`config.mk`:
```
export PLATFORM = sky130hd
export DESIGN_NAME = vnv_replacer
export DESIGN_NICKNAME = d
export VERILOG_FILES = /design/src/rtl/vnv_pkg.sv /design/src/rtl/vnv_lfsr.sv /design/src/rtl/vnv_pick.sv /design/src/rtl/vnv_set_table.sv /design/src/rtl/vnv_ctrl.sv /design/src/rtl/vnv_replacer.sv
export SDC_FILE = /design/constraint.sdc
export NUM_CORES = 1
export LEC_CHECK = 0
export ABC_AREA = 0
export BUFFER_PORTS_ARGS = -buffer_cell sky130_fd_sc_hd__buf_2
export CAP_MARGIN = 25
export CORE_UTILIZATION = 30
export CTS_BUF_LIST = sky130_fd_sc_hd__clkbuf_8
export DETAILED_ROUTE_END_ITERATION = 8
export GPL_ROUTABILITY_DRIVEN = 1
export PLACE_DENSITY_LB_ADDON = 0.3
export SKIP_LAST_GASP = 1
export SYNTH_ARGS = -nofsm -noshare
export SYNTH_HDL_FRONTEND = slang
export SYNTH_SLANG_ARGS = --single-unit
```
`constraint.sdc`:
```
create_clock -name clk_i -period 8.6 [get_ports clk_i]
set_clock_uncertainty 0.15 [all_clocks]
set_input_delay 1.72 -clock clk_i [delete_from_list [all_inputs] [get_ports clk_i]]
set_output_delay 1.72 -clock clk_i [all_outputs]
set_load 0.05 [all_outputs]
```
`src/rtl/vnv_pkg.sv`:
```
package vnv_pkg;
  typedef enum logic [1:0] {
    ACC_IDLE,
    ACC_MISS,
    ACC_HIT
  } acc_kind_e;

  typedef enum logic [1:0] {
    HIT_ON_VICTIM,
    HIT_ON_NEXT,
    HIT_ON_ORDINARY
  } hit_class_e;
endpackage

```
`src/rtl/vnv_lfsr.sv`:
```
module vnv_lfsr #(
  parameter int unsigned       WIDTH = 16,
  parameter logic [WIDTH-1:0]  TAPS  = 'hB400,
  parameter logic [WIDTH-1:0]  SEED  = 'h1
) (
  input  logic             clk_i,
  input  logic             rst_ni,
  output logic [WIDTH-1:0] rnd_o
);
  logic [WIDTH-1:0] state_q;

  // Galois form, advances every cycle
  always_ff @(posedge clk_i or negedge rst_ni) begin
    if (!rst_ni) state_q <= SEED;
    else if (state_q[0]) state_q <= (state_q >> 1) ^ TAPS;
    else state_q <= state_q >> 1;
  end

  assign rnd_o = state_q;

  assert_lfsr_live_R3: assert property (@(posedge clk_i) disable iff (!rst_ni)
    state_q != '0);
endmodule

```
`src/rtl/vnv_pick.sv`:
```
module vnv_pick #(
  parameter int unsigned NUM_WAYS = 4,
  parameter int unsigned RND_W    = 16,
  localparam int unsigned WAY_W   = $clog2(NUM_WAYS)
) (
  input  logic [RND_W-1:0] rnd_i,
  input  logic [WAY_W-1:0] excl_a_i,
  input  logic [WAY_W-1:0] excl_b_i,
  output logic [WAY_W-1:0] pick_o
);
  // First non-excluded way at or after a random start, wrapping
  always_comb begin
    int   start;
    int   cand;
    logic found;
    start  = int'(rnd_i % RND_W'(NUM_WAYS));
    found  = 1'b0;
    pick_o = '0;
    for (int k = 0; k < int'(NUM_WAYS); k++) begin
      cand = (start + k) % int'(NUM_WAYS);
      if (!found && (WAY_W'(cand) != excl_a_i) && (WAY_W'(cand) != excl_b_i)) begin
        pick_o = WAY_W'(cand);
        found  = 1'b1;
      end
    end
  end
endmodule

```
`src/rtl/vnv_set_table.sv`:
```
module vnv_set_table #(
  parameter int unsigned NUM_SETS = 16,
  parameter int unsigned NUM_WAYS = 4,
  localparam int unsigned SET_W   = $clog2(NUM_SETS),
  localparam int unsigned WAY_W   = $clog2(NUM_WAYS)
) (
  input  logic             clk_i,
  input  logic             rst_ni,
  input  logic [SET_W-1:0] rd_set_i,
  output logic [WAY_W-1:0] rd_v_o,
  output logic [WAY_W-1:0] rd_nv_o,
  output logic             rd_vok_o,
  input  logic             wr_en_i,
  input  logic [SET_W-1:0] wr_set_i,
  input  logic [WAY_W-1:0] wr_v_i,
  input  logic [WAY_W-1:0] wr_nv_i,
  input  logic             wr_vok_i
);
  logic [WAY_W-1:0] v_q   [NUM_SETS];
  logic [WAY_W-1:0] nv_q  [NUM_SETS];
  logic             vok_q [NUM_SETS];

  always_ff @(posedge clk_i or negedge rst_ni) begin
    if (!rst_ni) begin
      for (int s = 0; s < int'(NUM_SETS); s++) begin
        v_q[s]   <= WAY_W'(0);
        nv_q[s]  <= WAY_W'(1);
        vok_q[s] <= 1'b1;
      end
    end else if (wr_en_i) begin
      v_q[wr_set_i]   <= wr_v_i;
      nv_q[wr_set_i]  <= wr_nv_i;
      vok_q[wr_set_i] <= wr_vok_i;
    end
  end

  assign rd_v_o   = v_q[rd_set_i];
  assign rd_nv_o  = nv_q[rd_set_i];
  assign rd_vok_o = vok_q[rd_set_i];

  for (genvar s = 0; s < int'(NUM_SETS); s++) begin : g_chk
    assert_ptrs_distinct_R9: assert property (@(posedge clk_i) disable iff (!rst_ni)
      v_q[s] != nv_q[s]);
  end
endmodule

```
`src/rtl/vnv_ctrl.sv`:
```
module vnv_ctrl
  import vnv_pkg::*;
#(
  parameter int unsigned NUM_WAYS = 4,
  localparam int unsigned WAY_W   = $clog2(NUM_WAYS)
) (
  input  logic                acc_valid_i,
  input  logic                hit_i,
  input  logic [WAY_W-1:0]    hit_way_i,
  input  logic                miss_i,
  input  logic [NUM_WAYS-1:0] valid_vec_i,
  input  logic [WAY_W-1:0]    cur_v_i,
  input  logic [WAY_W-1:0]    cur_nv_i,
  input  logic                cur_vok_i,
  input  logic [WAY_W-1:0]    pick_i,
  output logic [WAY_W-1:0]    repl_way_o,
  output logic                wr_en_o,
  output logic [WAY_W-1:0]    wr_v_o,
  output logic [WAY_W-1:0]    wr_nv_o,
  output logic                wr_vok_o
);
  acc_kind_e        kind;
  hit_class_e       hclass;
  logic             all_valid;
  logic [WAY_W-1:0] first_inv;

  always_comb begin
    if (acc_valid_i && miss_i && !hit_i)      kind = ACC_MISS;
    else if (acc_valid_i && hit_i && !miss_i) kind = ACC_HIT;
    else                                      kind = ACC_IDLE;
  end

  always_comb begin
    if (cur_vok_i && (hit_way_i == cur_v_i)) hclass = HIT_ON_VICTIM;
    else if (hit_way_i == cur_nv_i)          hclass = HIT_ON_NEXT;
    else                                     hclass = HIT_ON_ORDINARY;
  end

  assign all_valid = &valid_vec_i;

  always_comb begin
    first_inv = '0;
    for (int w = int'(NUM_WAYS) - 1; w >= 0; w--) begin
      if (!valid_vec_i[w]) first_inv = WAY_W'(w);
    end
  end

  // invalid ways first, then victim, then next victim when victim was released
  always_comb begin
    if (!all_valid)     repl_way_o = first_inv;
    else if (cur_vok_i) repl_way_o = cur_v_i;
    else                repl_way_o = cur_nv_i;
  end

  always_comb begin
    wr_en_o  = 1'b0;
    wr_v_o   = cur_v_i;
    wr_nv_o  = cur_nv_i;
    wr_vok_o = cur_vok_i;
    unique case (kind)
      ACC_MISS: begin
        if (all_valid) begin
          // next victim moves up in both victim-present and released cases
          wr_en_o  = 1'b1;
          wr_v_o   = cur_nv_i;
          wr_vok_o = 1'b1;
          wr_nv_o  = pick_i;
        end
      end
      ACC_HIT: begin
        unique case (hclass)
          HIT_ON_VICTIM: begin
            wr_en_o  = 1'b1;
            wr_vok_o = 1'b0;
          end
          HIT_ON_NEXT: begin
            wr_en_o = 1'b1;
            wr_nv_o = pick_i;
          end
          default: ;
        endcase
      end
      default: ;
    endcase
  end
endmodule

```
`src/rtl/vnv_replacer.sv`:
```
module vnv_replacer #(
  parameter int unsigned NUM_SETS = 16,
  parameter int unsigned NUM_WAYS = 4,
  parameter int unsigned LFSR_W   = 16,
  localparam int unsigned SET_W   = $clog2(NUM_SETS),
  localparam int unsigned WAY_W   = $clog2(NUM_WAYS)
) (
  input  logic                clk_i,
  input  logic                rst_ni,
  input  logic                acc_valid_i,
  input  logic [SET_W-1:0]    set_i,
  input  logic                hit_i,
  input  logic [WAY_W-1:0]    hit_way_i,
  input  logic                miss_i,
  input  logic [NUM_WAYS-1:0] valid_vec_i,
  output logic [WAY_W-1:0]    repl_way_o
);
  logic [LFSR_W-1:0] rnd;
  logic [WAY_W-1:0]  rd_v, rd_nv, pick;
  logic              rd_vok;
  logic              wr_en, wr_vok;
  logic [WAY_W-1:0]  wr_v, wr_nv;

  vnv_lfsr #(.WIDTH(LFSR_W)) u_lfsr (
    .clk_i (clk_i),
    .rst_ni(rst_ni),
    .rnd_o (rnd)
  );

  vnv_set_table #(.NUM_SETS(NUM_SETS), .NUM_WAYS(NUM_WAYS)) u_table (
    .clk_i   (clk_i),
    .rst_ni  (rst_ni),
    .rd_set_i(set_i),
    .rd_v_o  (rd_v),
    .rd_nv_o (rd_nv),
    .rd_vok_o(rd_vok),
    .wr_en_i (wr_en),
    .wr_set_i(set_i),
    .wr_v_i  (wr_v),
    .wr_nv_i (wr_nv),
    .wr_vok_i(wr_vok)
  );

  vnv_pick #(.NUM_WAYS(NUM_WAYS), .RND_W(LFSR_W)) u_pick (
    .rnd_i   (rnd),
    .excl_a_i(rd_v),
    .excl_b_i(rd_nv),
    .pick_o  (pick)
  );

  vnv_ctrl #(.NUM_WAYS(NUM_WAYS)) u_ctrl (
    .acc_valid_i(acc_valid_i),
    .hit_i      (hit_i),
    .hit_way_i  (hit_way_i),
    .miss_i     (miss_i),
    .valid_vec_i(valid_vec_i),
    .cur_v_i    (rd_v),
    .cur_nv_i   (rd_nv),
    .cur_vok_i  (rd_vok),
    .pick_i     (pick),
    .repl_way_o (repl_way_o),
    .wr_en_o    (wr_en),
    .wr_v_o     (wr_v),
    .wr_nv_o    (wr_nv),
    .wr_vok_o   (wr_vok)
  );

  logic miss_ev, hit_ev, fill_inv, miss_full, hit_v, hit_o;
  assign miss_ev   = acc_valid_i && miss_i && !hit_i;
  assign hit_ev    = acc_valid_i && hit_i && !miss_i;
  assign fill_inv  = miss_ev && !(&valid_vec_i);
  assign miss_full = miss_ev && (&valid_vec_i);
  assign hit_v     = hit_ev && rd_vok && (hit_way_i == rd_v);
  assign hit_o     = hit_ev && !hit_v && (hit_way_i != rd_nv);

  assert_fill_invalid_R2: assert property (@(posedge clk_i) disable iff (!rst_ni)
    fill_inv |-> !valid_vec_i[repl_way_o]);

  assert_fill_keeps_ptrs_R2: assert property (@(posedge clk_i) disable iff (!rst_ni)
    ($past(fill_inv) && set_i == $past(set_i)) |->
      (rd_v == $past(rd_v) && rd_nv == $past(rd_nv) && rd_vok == $past(rd_vok)));

  assert_repl_victim_R3: assert property (@(posedge clk_i) disable iff (!rst_ni)
    (miss_full && rd_vok) |-> repl_way_o == rd_v);

  assert_miss_shift_R3: assert property (@(posedge clk_i) disable iff (!rst_ni)
    ($past(miss_full) && set_i == $past(set_i)) |->
      (rd_vok && rd_v == $past(rd_nv) && rd_nv != $past(rd_nv) && rd_nv != $past(rd_v)));

  assert_hit_victim_clears_R4: assert property (@(posedge clk_i) disable iff (!rst_ni)
    ($past(hit_v) && set_i == $past(set_i)) |->
      (!rd_vok && rd_v == $past(rd_v) && rd_nv == $past(rd_nv)));

  assert_pick_ordinary_R5: assert property (@(posedge clk_i) disable iff (!rst_ni)
    pick != rd_v && pick != rd_nv);

  assert_hit_ordinary_quiet_R6: assert property (@(posedge clk_i) disable iff (!rst_ni)
    ($past(hit_o) && set_i == $past(set_i)) |->
      (rd_v == $past(rd_v) && rd_nv == $past(rd_nv) && rd_vok == $past(rd_vok)));

  assert_both_flags_quiet_R7: assert property (@(posedge clk_i) disable iff (!rst_ni)
    ($past(acc_valid_i && hit_i && miss_i) && set_i == $past(set_i)) |->
      (rd_v == $past(rd_v) && rd_nv == $past(rd_nv) && rd_vok == $past(rd_vok)));
endmodule

```
# Yosys cells after proc, flatten, opt, wreduce, memory -nomap -nowiden
# Index checks and enable logic that the tools add are counted.
# classes
bitwise_logic,2
eq_ne,13
n_reduce_logical,21
n_addsub,3
n_mux,45
magnitude_cmp,2
# ops
op,count
$bwmux 32,2
$mux 2,23
$bmux 2 s4,2
$bwmux 16,1
$mux 16,1
$ne 2x2->1,8
$logic_and 1x1->1,13
$mux 1,10
$demux 2 s4,1
$ge 5x5->1 const B,1
$logic_not 1->1,5
$lt 5x1->1 const B,1
$not 4->5,1
$add 2x2->2 const B,2
$bmux 1 s4,1
$demux 1 s4,1
$eq 2x1->1 const B,2
$eq 2x2->1,2
$not 3->4,1
$pmux 1 s2,2
$pmux 2 s2,1
$reduce_and 4->1,1
$add 2x1->2 const B,1
$eq 2x2->1 const B,1
other kinds (2),2
# totals
wordCells,135
out_inout_bits,2
ff_bits,96
in_bits,15

# Logic depth before layout (Yosys ltp)
# Gate-level depths: netlist of run 1.
# depth
depth_word,22
depth_mapped,13

# Modules after synthesis
# Synthesis of run 1 repeated with hierarchy kept, for this count alone.
# hier_totals
cells_unflattened,311
area_unflattened_um2,4574.4
# by_module_without_submodules
mod,area_each_um2,n_inst,cells_per_inst,seq_area_each_um2
vnv_set_table,3746.1,1,238,2042.0
vnv_lfsr,427.9,1,19,401.6
vnv_ctrl,212.7,1,28,0.0
vnv_pick,187.7,1,26,0.0

# Worst setup path after synthesis of run 1
# Ideal clock, no wire load.
# synth_path
kind,input to output
start,input port set_i[2]
end,output port repl_way_o[0]
n_path_buf,2
path_stages,9
t_arrival_ns,4.291
t_required_ns,6.730
path_slack_ns,2.439
path_cell_list,buf_4 > buf_2 > nor2b_1 > a22oi_1 > nand2_1 > o21ai_0 > nand2_1 > nand2_1 > a21boi_0
# synth_between
elab_chain_cells,6
# synth_lines
item,line,rtl
from (decl),vnv_replacer.sv:11,"input logic [SET_W-1:0] set_i,"
$not 4->5 (not written as such) *,"vnv_set_table.sv:37, vnv_set_table.sv:38, vnv_set_table.sv:39",
$bmux 2 s4 (tied with other cells),vnv_set_table.sv:38,assign rd_nv_o = nv_q[rd_set_i];
$mux 2 (not written as such) (tied with other cells) (2 in series),vnv_set_table.sv:38,
$mux 2 *,vnv_ctrl.sv:51,else if (cur_vok_i) repl_way_o = cur_v_i;
$mux 2 *,vnv_ctrl.sv:50,if (!all_valid) repl_way_o = first_inv;
to (decl),vnv_replacer.sv:16,output logic [WAY_W-1:0] repl_way_o
# Mark *: on every way between the ends. The rest lies on a longest branch, timed or not. The select of a mux whose other input is x is not followed.

# Worst setup path after layout of run 1
# layout_path
start,input port set_i[3]
end,output port repl_way_o[0]
# The elaborated chain is that of the path after synthesis.

==> results.txt, run 1 <==
Achievable Freq: 0.1657 GHz
Final Slew Violations: 0
Syn Nets: 359
Initial Utilization: 31.05%
Worst-path fanout max: 22
Routability Congestion: 0.7721
Worst Path Arrival: 4.16 ns
Min-Delay Path Class: flip-flop to flip-flop
First-pass GRT wire length: 17.51 mm
Post-Synthesis Cells: 344
Grt total ovfl: 0
Die H: 130.7 um
Leak: 0.002394 uW
Clk root buf: clkbuf_8
Worst reg2reg setup slack: 4.83 ns
Core area: 16,000 um2
RSZ-0062 raised after global routing: no
Antenna Cells: 0
Worst-Skew Late Latency: 0.38 ns
Clock tree from TritonCTS: built
Count leader, synth: dfrtp_1
Final instance area: 5473 um2
Top cells by area, synth: dfrtp_1, dfstp_2, mux2_2
Placed inst area: 5215 um2
Outcome: completed
Pwr Density: 146.5 nW/um2
Critical Path Start Type: primary input
DRT Pass-1 Iters: 4
Worst relative slew slack: 31.83%
Rows: 46
Setup crit end kind: output port
VDD IR max: 0.00006144 V
Hold path cells: 0
DRC: 0
# setup viols final: 0
IO buf count: 16
Chip width: 130.7 um
DIE AREA: 17,080 um2
Top cells by count, synth: dfrtp_1, mux2_2, dfstp_2, mux2_1, mux2i_1
Clk slew on worst S/H paths: 0.09 ns
Final Critical Period: 6.035 ns
Vias in the first global route: 2,997
Post-synth top area cell: dfrtp_1
Sinks on Clock Net: 96
Initial antenna violation count: 0
Top_reg_cell synth: dfrtp_1
R2R Path Start: u_table.v_q[26]$_DFFE_PN0P_
Clk buf depth: 2
Post-DP HPWL: 7.257 mm
Power Total: 801.8 uW
Net count, final: 374
Hold Path Sink: u_lfsr.rnd_o[11]$_DFF_PN0_
Slew of the pin with the lowest slew margin: 1.019 ns
Synth-to-Final Area Change: 10.15%
Avg WL per Cell: 18.57 um
Endpoints failing hold: 0
Number of distinct library cells after synthesis: 59
#FFs+latches synth: 96
RR Endpoint: u_table.nv_q[1]$_DFFE_PN0P_
CTS H-Tree Depth: 3
Min-delay src: u_lfsr.rnd_o[12]$_DFF_PN0_
ANT nets after route: 0
Routed WL: 10.77 mm
Final period utilization: 70.17%
# Max-Cap Violations: 0
Post-synth top area share: 31.73%
Via count: 2,932
Post-synth ARST share: 100.0%
CP Data Required Time: 6.73 ns
EDFF count, synth: 0
CTS resizes: 0
DR iter-0 viols: 243
Avg Cell Area, Syn: 14.44 um2
Final setup TNS: 0 ns
I/O pins: 17
Tot GR Track Use: 14.22%
Critical path class: primary input to output port
Synth Cell Area: 4969 um2
Finished Core Util: 34.20%
Largest net degree at the start of global routing: 83
CP Launch Point: set_i[3]
Sequential cell area fraction in the yosys report: 49.18%
Cts hold-fix bufs: 0
Vias/cell: 5.055
R2R cell count: 9
Fraction of layout cells with a size suffix above 1: 46.70%
YS warnings: 0
Setup Buffers After CTS: 0
Inserted Clock Buffers: 9
## power breakdown
| part | internal, uW | switching, uW | total [uW] |
|---|---|---|---|
| clock | 120 | 156 | 276 |
| combinational | 22.6 | 41.8 | 64.4 |
| sequential | 459 | 2.32 | 461 |
| total | 601 | 200 | 802 |
## sequential cells by signal, indices dropped and copies added, names as in the netlist
register,count
u_lfsr.rnd_o,16
u_table.nv_q,32
u_table.v_q,32
u_table.vok_q,16
## per-layer routing
metal  track usage [%]  vias to the layer above  share of wire, %
met4             6.761                        0               2.9
met2             21.94                       63                47
met3             3.257                       22               4.0
met1             18.92                     1522                46
met5                 0                        -                 0
li1                  -                     1325                 -
## kinds of logic (layout without fill, tap and decap cells)
logic type | count (synthesis) | after routing | synth area share [%]
and+or+nand+nor | 72 | 72 | 11.21
DFF | 96 | 96 | 49.18
AOI/OAI and AO/OA | 28 | 28 | 4.458
xor gates and xnor gates | 6 | 6 | 1.058
muxes | 119 | 119 | 30.97
buffers and inverters | 23 | 43 | 3.122
## how the worst max path moves through the flow
stage	end	slack, ns
after floorplan	repl_way_o[0]	2.44
after global placement	u_table.v_q[0]$_DFFE_PN0P_	2.43
after detailed placement	u_table.nv_q[1]$_DFFE_PN0P_	2.43
after CTS	repl_way_o[1]	2.49
after global routing	repl_way_o[0]	2.42
final	repl_way_o[0]	2.57
## cells in the final DEF, fill, tap and decap left out, types with 6 or more instances in the layout
cell      synthesis  routed
buf_2             6      15
buf_4             2       6
clkbuf_8          0      11
dfrtp_1          63      63
dfstp_2          33      33
mux2_1           23      23
mux2_2           51      51
mux2_4           11      11
mux2i_1          18      18
mux4_2           15      15
nand2_1          14      14
nand4_4           6       6
nor2_1           15      15
## through the flow
stage | cells | setup slack, ns | hold slack (ns)
2_1_floorplan | 344 | 2.439 | 0.1812
3_3_place_gp | 561 | 2.427 | 0.1828
3_5_place_dp | 561 | 2.427 | 0.1886
4_1_cts | 577 | 2.492 | 0.2092
5_1_grt | 580 | 2.416 | 0.2158
6_report | 580 | 2.565 | 0.2055
## worst max-delay path: stages
cell and delay [ns]:
buf_2 0.46, mux2i_1 0.20, mux4_2 0.55, and2_1 0.24
nor2_2 0.28, o21ai_0 0.13, nand2_1 0.08, nand2_1 0.05
a21boi_0 0.16, buf_2 0.29
## layout make-up
| type | instances | area, um2 |
|---|---|---|
| Clock inverter | 5 | 31.28 |
| Clock buffer | 11 | 151.4 |
| Multi-Input combinational cell | 225 | 2370 |
| Timing Repair Buffer | 24 | 195.2 |
| Sequential cell | 96 | 2444 |
| Inverter | 3 | 11.26 |
| Tap cell | 216 | 270.3 |
| Fill cell | 1603 | 10530 |
Note: power is estimated with default switching activity, not from simulation.
==> run 2: changes to the inputs <==
--- a/config.mk
+++ b/config.mk
@@ -5,7 +5,7 @@
 export SDC_FILE = /design/constraint.sdc
 export NUM_CORES = 1
 export LEC_CHECK = 0
-export ABC_AREA = 0
+export ABC_AREA = 1
 export BUFFER_PORTS_ARGS = -buffer_cell sky130_fd_sc_hd__buf_2
 export CAP_MARGIN = 25
 export CORE_UTILIZATION = 30
==> constraint.sdc (replaced) <==
create_clock -name clk_i -period 6.1 [get_ports clk_i]
set_clock_uncertainty 0.15 [all_clocks]
set_input_delay 1.22 -clock clk_i [delete_from_list [all_inputs] [get_ports clk_i]]
set_output_delay 1.22 -clock clk_i [all_outputs]
set_load 0.05 [all_outputs]
==> results.txt, run 2 <==
Top cells by area, synth: dfrtp_1, nand2_1, dfstp_2 (was dfrtp_1, dfstp_2, mux2_2)
Commonest non-fill, non-tap cell in the layout: nand2_1 (was dfrtp_1)
Critical-path cell list: buf_2 -> buf_4 -> inv_2 -> nor2_2 -> inv_1 -> o21ai_0 -> o21ai_0 -> nand2_1 -> nor2_2 -> a21oi_1 -> a21oi_1 -> buf_2 (was buf_2 -> mux2i_1 -> mux4_2 -> and2_1 -> nor2_2 -> o21ai_0 -> nand2_1 -> nand2_1 -> a21boi_0 -> buf_2)
Rows: 46 (unchanged)
Outcome: completed (unchanged)
Post-synth ARST share: 100.0% (unchanged)
Count leader, synth: nand2_1 (was dfrtp_1)
DIE AREA: 17,290 um2 (was 17,080 um2)
ANT nets after route: 0 (unchanged)
CP top delay family: buffers and inverters (unchanged)
Leak: 0.002682 uW (was 0.002394 uW)
Core area: 16,120 um2 (was 16,000 um2)
Chip width: 131.5 um (was 130.7 um)
Cts hold-fix bufs: 0 (unchanged)
DRC: 0 (unchanged)
Worst-Skew Late Latency: 0.39 ns (was 0.38 ns)
Routed WL: 12.50 mm (was 10.77 mm)
Worst reg2reg setup slack: 3.34 ns (was 4.83 ns)
Clk buf depth: 2 (unchanged)
Min-Delay Path Class: flip-flop to flip-flop (unchanged)
Vias in the first global route: 3,838 (was 2,997)
CTS H-Tree Depth: 3 (unchanged)
Setup Buffers After CTS: 0 (unchanged)
Post-synth top area cell: dfrtp_1 (unchanged)
CTS resizes: 0 (unchanged)
Inserted Clock Buffers: 9 (unchanged)
Post-DP HPWL: 8.672 mm (was 7.257 mm)
Clk slew on worst S/H paths: 0.09 ns (about the same)
WHS: 0.2029 ns (was 0.2055 ns)
Post-Synthesis Cells: 665 (was 344)
Sinks on Clock Net: 96 (unchanged)
DP Worst Slack: 1.301 ns (was 2.427 ns)
Die H: 131.5 um (was 130.7 um)
Syn Nets: 680 (was 359)
Largest net degree at the start of global routing: 56 (was 83)
Synth Cell Area: 5031 um2 (was 4969 um2)
Top cells by count, synth: nand2_1, dfrtp_1, o21ai_1, dfstp_2, inv_1 (was dfrtp_1, mux2_2, dfstp_2, mux2_1, mux2i_1)
# Max-Cap Violations: 0 (unchanged)
Avg Cell Area, Syn: 7.566 um2 (was 14.44 um2)
#FFs+latches synth: 96 (unchanged)
Tot GR Track Use: 15.50% (was 14.22%)
Fraction of layout cells with a size suffix above 1: 19.18% (was 46.70%)
Worst relative slew slack: 52.05% (was 31.83%)
Worst-path fanout max: 38 (was 22)
Net count, final: 693 (was 374)
YS warnings: 0 (unchanged)
Post-synth top area share: 31.34% (was 31.73%)
Routability Congestion: 0.8480 (was 0.7721)
Slew of the pin with the lowest slew margin: 0.7137 ns (was 1.019 ns)
Number of distinct library cells after synthesis: 28 (was 59)
DR iter-0 viols: 308 (was 243)
Synth-to-Final Area Change: 8.605% (was 10.15%)
Vias/cell: 4.496 (was 5.055)
Via count: 4,042 (was 2,932)
Top_reg_cell synth: dfrtp_1 (unchanged)
Critical path class: primary input to output port (unchanged)
Worst path slowest cell: inv_2 (was mux4_2)
Buffers and inverters on the worst path: 5 (was 2)
Critical Path Start Type: primary input (unchanged)
DRT Pass-1 Iters: 4 (unchanged)
# setup viols final: 0 (unchanged)
I/O pins: 17 (unchanged)
Worst Path Arrival: 3.42 ns (was 4.16 ns)
Antenna Cells: 0 (unchanged)
Endpoints failing hold: 0 (unchanged)
Final Slew Violations: 0 (unchanged)
Critical Path Max Stage Delay: 0.43 ns (was 0.55 ns)
Setup ws final: 1.308 ns (was 2.565 ns)
Setup crit end kind: output port (unchanged)
Initial Utilization: 31.22% (was 31.05%)
IO buf count: 16 (unchanged)
Grt total ovfl: 0 (unchanged)
Commonest non-fill, non-tap cells in the layout: nand2_1, dfrtp_1, o21ai_1, dfstp_2, inv_1 (was dfrtp_1, mux2_2, dfstp_2, mux2_1, mux2i_1)
Avg WL per Cell: 13.91 um (was 18.57 um)
EDFF count, synth: 0 (unchanged)
Achievable Freq: 0.2087 GHz
Pwr Density: 211.4 nW/um2 (was 146.5 nW/um2)
RSZ-0062 raised after global routing: no (unchanged)
Clock tree from TritonCTS: built (unchanged)
VDD IR max: 0.0001469 V (was 0.00006144 V)
Clk root buf: clkbuf_8 (unchanged)
Initial antenna violation count: 0 (unchanged)
Final period utilization: 78.55%
Final setup TNS: 0 ns (unchanged)
CP Data Required Time: 4.73 ns (was 6.73 ns)
Final Critical Period: 4.792 ns
Sequential cell area fraction in the yosys report: 48.57% (was 49.18%)
First-pass GRT wire length: 20.85 mm (was 17.51 mm)
Biggest regs: u_table.nv_q: 32 flops, u_table.v_q: 32 flops (unchanged)
run 2: changes by cell type in the layout (fill, tap and decap cells not counted), sizes merged, moves of 6 or more:
cell / previous run / this run
buf: 24 / 18
nand4: 10 / 1
mux4: 15 / 0
nor2: 16 / 36
o21ai: 4 / 68
nand2: 14 / 364
mux2: 85 / 0
inv: 3 / 55
mux2i: 19 / 0
run 2: power breakdown:
| group | switching, uW | internal (uW) |
|---|---|---|
| clock network | 243 | 165 |
| registers | 5.43 | 650 |
| logic | 70.0 | 21.3 |
| total | 318 | 837 |
run 2: layer usage:
metal,share of wire (%),vias up,wire (um),global-route usage [%]
li1,-,2079,-,-
met1,52,1887,6445,22.37
met2,43,66,5390,22.75
met3,4.1,10,510,3.588
met4,1.3,0,157,4.651
met5,0,-,0,0
run 2: final cells by class:
class	count	area (um2)
tap	216	270.3
multi-input combinational	501	2270
timing repair buffer	18	97.59
clock inverter	6	50.05
sequential	96	2444
inverter	52	195.2
fill	1765	10650
clock buffer	10	137.6
run 2: stage by stage:
step                area, um2  total power (uW)  utilization (%)  std cells
floorplan                5031             725.2                -        665
global placement         5276             759.7            32.74        883
detailed placement       5276             760.4            32.74        883
CTS                      5464              1174            33.91        899
global route             5464              1208            33.91        899
finish                   5464              1155            33.91        899
run 2: final timing paths:
| kind | startpoint | to | cells after the start |
|---|---|---|---|
| worst max-delay path | set_i[0] | repl_way_o[1] | 12 |
| worst min-delay path | u_lfsr.rnd_o[15]$_DFF_PN0_ | u_lfsr.rnd_o[14]$_DFF_PN0_ | 0 |
| worst max register to register | u_table.nv_q[20]$_DFFE_PN1P_ | u_table.nv_q[16]$_DFFE_PN1P_ | 17 |
| worst min register to register | u_lfsr.rnd_o[15]$_DFF_PN0_ | u_lfsr.rnd_o[14]$_DFF_PN0_ | 0 |
| max in group asynchronous | rst_ni | u_table.nv_q[20]$_DFFE_PN1P_ | 2 |
| min in group asynchronous | rst_ni | u_table.nv_q[3]$_DFFE_PN0P_ | 1 |
run 2: logic make-up (layout without fill, tap and decap cells):
kind of cell           count (synthesis)  after routing  synth area share (%)
AND/OR/NAND/NOR                      413            413                 35.02
flip-flops                            96             96                 48.57
buffers and inverters                 68             86                 6.317
AO/OA/AOI/OAI                         80             80                 8.555
XOR/XNOR                               8              8                 1.542
==> run 3: changes to the inputs <==
--- a/config.mk
+++ b/config.mk
@@ -5,7 +5,7 @@
 export SDC_FILE = /design/constraint.sdc
 export NUM_CORES = 1
 export LEC_CHECK = 0
-export ABC_AREA = 1
+export ABC_AREA = 0
 export BUFFER_PORTS_ARGS = -buffer_cell sky130_fd_sc_hd__buf_2
 export CAP_MARGIN = 25
 export CORE_UTILIZATION = 30
==> constraint.sdc (replaced) <==
create_clock -name clk_i -period 4.65 [get_ports clk_i]
set_clock_uncertainty 0.15 [all_clocks]
set_input_delay 0.93 -clock clk_i [delete_from_list [all_inputs] [get_ports clk_i]]
set_output_delay 0.93 -clock clk_i [all_outputs]
set_load 0.05 [all_outputs]
==> results.txt, run 3 (synthesis gave the netlist of run 1 again) <==
Outcome: completed (unchanged)
DRC: 0 (unchanged)
Inserted Clock Buffers: 9 (unchanged)
Comb power frac: 7.3% (was 7.9%)
# Max-Cap Violations: 0 (unchanged)
Worst-path fanout max: 18 (was 38)
Setup Buffers After CTS: 0 (unchanged)
# setup viols final: 0 (unchanged)
R2R cell count: 9 (was 17)
Commonest non-fill, non-tap cells in the layout: dfrtp_1, mux2_2, dfstp_2, mux2_1, mux2i_1 (was nand2_1, dfrtp_1, o21ai_1, dfstp_2, inv_1)
Final setup TNS: 0 ns (unchanged)
DR iter-0 viols: 131 (was 308)
Buffers and inverters on the worst path: 2 (was 5)
Fraction of layout cells with a size suffix above 1: 47.99% (was 19.18%)
Worst Path Arrival: 3.27 ns (was 3.42 ns)
ANT nets after route: 0 (unchanged)
Critical path class: primary input to output port (unchanged)
Synth-to-Final Area Change: 12.39% (was 8.605%)
Placed inst area: 5323 um2 (was 5276 um2)
Critical-path cell list: buf_2 -> mux2i_1 -> mux4_2 -> and2_1 -> nor2_2 -> o21ai_0 -> nand2_1 -> nand2_1 -> a21boi_0 -> buf_2 (was buf_2 -> buf_4 -> inv_2 -> nor2_2 -> inv_1 -> o21ai_0 -> o21ai_0 -> nand2_1 -> nor2_2 -> a21oi_1 -> a21oi_1 -> buf_2)
Biggest regs: u_table.nv_q: 32 flops, u_table.v_q: 32 flops (unchanged)
Final Critical Period: 4.351 ns
DIE AREA: 17,080 um2 (was 17,290 um2)
Worst path slowest cell: mux4_2 (was inv_2)
Leak: 0.002460 uW (was 0.002682 uW)
Slew of the pin with the lowest slew margin: 0.9674 ns (was 0.7137 ns)
Net count, final: 383 (was 693)
Critical Path Start Type: primary input (unchanged)
Setup crit end kind: output port (unchanged)
Largest net degree at the start of global routing: 55 (was 56)
Core area: 16,000 um2 (was 16,120 um2)
Fillers: 1,580 (was 1,765)
CP Data Required Time: 3.57 ns (was 4.73 ns)
Grt total ovfl: 0 (unchanged)
Avg WL per Cell: 18.35 um (was 13.91 um)
I/O pins: 17 (unchanged)
Int Power: 1279 uW (was 836.9 uW)
Clk slew on worst S/H paths: 0.09 ns (about the same)
Power Total: 1652 uW (was 1155 uW)
Clk buf depth: 2 (unchanged)
RSZ-0062 raised after global routing: no (unchanged)
Worst relative slew slack: 35.27% (was 52.05%)
Vias/cell: 4.934 (was 4.496)
Commonest non-fill, non-tap cell in the layout: dfrtp_1 (was nand2_1)
Post-DP HPWL: 7.493 mm (was 8.672 mm)
Switch share: 22.62% (was 27.54%)
Final period utilization: 93.58%
Initial Utilization: 31.05% (was 31.22%)
Hold path cells: 0 (unchanged)
Tot GR Track Use: 13.98% (was 15.50%)
IO buf count: 16 (unchanged)
Initial antenna violation count: 0 (unchanged)
Cts hold-fix bufs: 0 (unchanged)
Sw Pwr: 373.6 uW (was 318.1 uW)
Critical path depth in cells: 10 (was 12)
Die H: 130.7 um (was 131.5 um)
Final Slew Violations: 0 (unchanged)
CTS H-Tree Depth: 3 (unchanged)
CTS resizes: 0 (unchanged)
Via count: 2,906 (was 4,042)
Chip width: 130.7 um (was 131.5 um)
Achievable Freq: 0.2298 GHz
Routed WL: 10.81 mm (was 12.50 mm)
Vias in the first global route: 2,958 (was 3,838)
Clock share of power: 41.0% (was 35.3%)
DRT Pass-1 Iters: 4 (unchanged)
Clk root buf: clkbuf_8 (unchanged)
Critical Path Max Stage Delay: 0.53 ns (was 0.43 ns)
Min-Delay Path Class: flip-flop to flip-flop (unchanged)
VDD IR max: 0.0001058 V (was 0.0001469 V)
Sinks on Clock Net: 96 (unchanged)
First-pass GRT wire length: 17.27 mm (was 20.85 mm)
CP top delay family: multiplexers (was buffers and inverters)
Endpoints failing hold: 0 (unchanged)
Final instance area: 5584 um2 (was 5464 um2)
Pwr Density: 295.9 nW/um2 (was 211.4 nW/um2)
Antenna Cells: 0 (unchanged)
Flop pwr share: 51.6% (was 56.8%)
Clock tree from TritonCTS: built (unchanged)
Worst-Skew Late Latency: 0.38 ns (was 0.39 ns)
Rows: 46 (unchanged)
Routability Congestion: 0.8566 (was 0.8480)
run 3: routing by layer:
metal	vias to the layer above	global-route usage [%]	routed length (um)
met3	16	3.217	332
li1	1341	-	-
met1	1499	18.31	5082
met5	-	0	0
met4	0	5.409	221
met2	50	22.44	5173
run 3: stage by stage:
stage	setup slack (ns)	hold WS, ns	util [%]	std cells
2_1_floorplan	0.06883	0.1812	-	344
3_3_place_gp	0.2735	0.1843	33.27	572
3_5_place_dp	0.2501	0.1847	33.27	572
4_1_cts	0.2957	0.2052	34.85	588
5_1_grt	0.09757	0.2119	34.90	589
6_report	0.2987	0.2038	34.90	589
run 3: layout make-up:
| class | instances | area, um2 | area share [%] |
|---|---|---|---|
| clock buffer | 11 | 151.4 | 2.711 |
| clock inverter | 5 | 102.6 | 1.837 |
| inverter | 3 | 11.26 | 0.2017 |
| multi-input combinational | 225 | 2370 | 42.44 |
| sequential | 96 | 2444 | 43.76 |
| tap | 216 | 270.3 | 4.840 |
| timing repair buffer | 33 | 235.2 | 4.212 |
run 3: power groups by stage:
stage	clock [uW]	sequential (uW)	combinational [uW]
finish	678	853	121
floorplan	0	867	78.4
global placement	0	868	121
global route	734	855	133
CTS	701	853	124
detailed placement	0	868	123
run 3: path summary, 6_finish.rpt:
kind                            slack (ns)                           end                  startpoint
worst max-delay path                  0.30                 repl_way_o[0]                    set_i[3]
worst min-delay path                  0.20     u_lfsr.rnd_o[2]$_DFF_PN0_   u_lfsr.rnd_o[3]$_DFF_PN0_
worst max register to register        1.17   u_table.v_q[13]$_DFFE_PN0P_  u_table.v_q[6]$_DFFE_PN0P_
worst min register to register        0.20     u_lfsr.rnd_o[2]$_DFF_PN0_   u_lfsr.rnd_o[3]$_DFF_PN0_
max in group asynchronous             3.09  u_table.vok_q[0]$_DFFE_PN1P_                      rst_ni
min in group asynchronous             0.44     u_lfsr.rnd_o[9]$_DFF_PN0_                      rst_ni
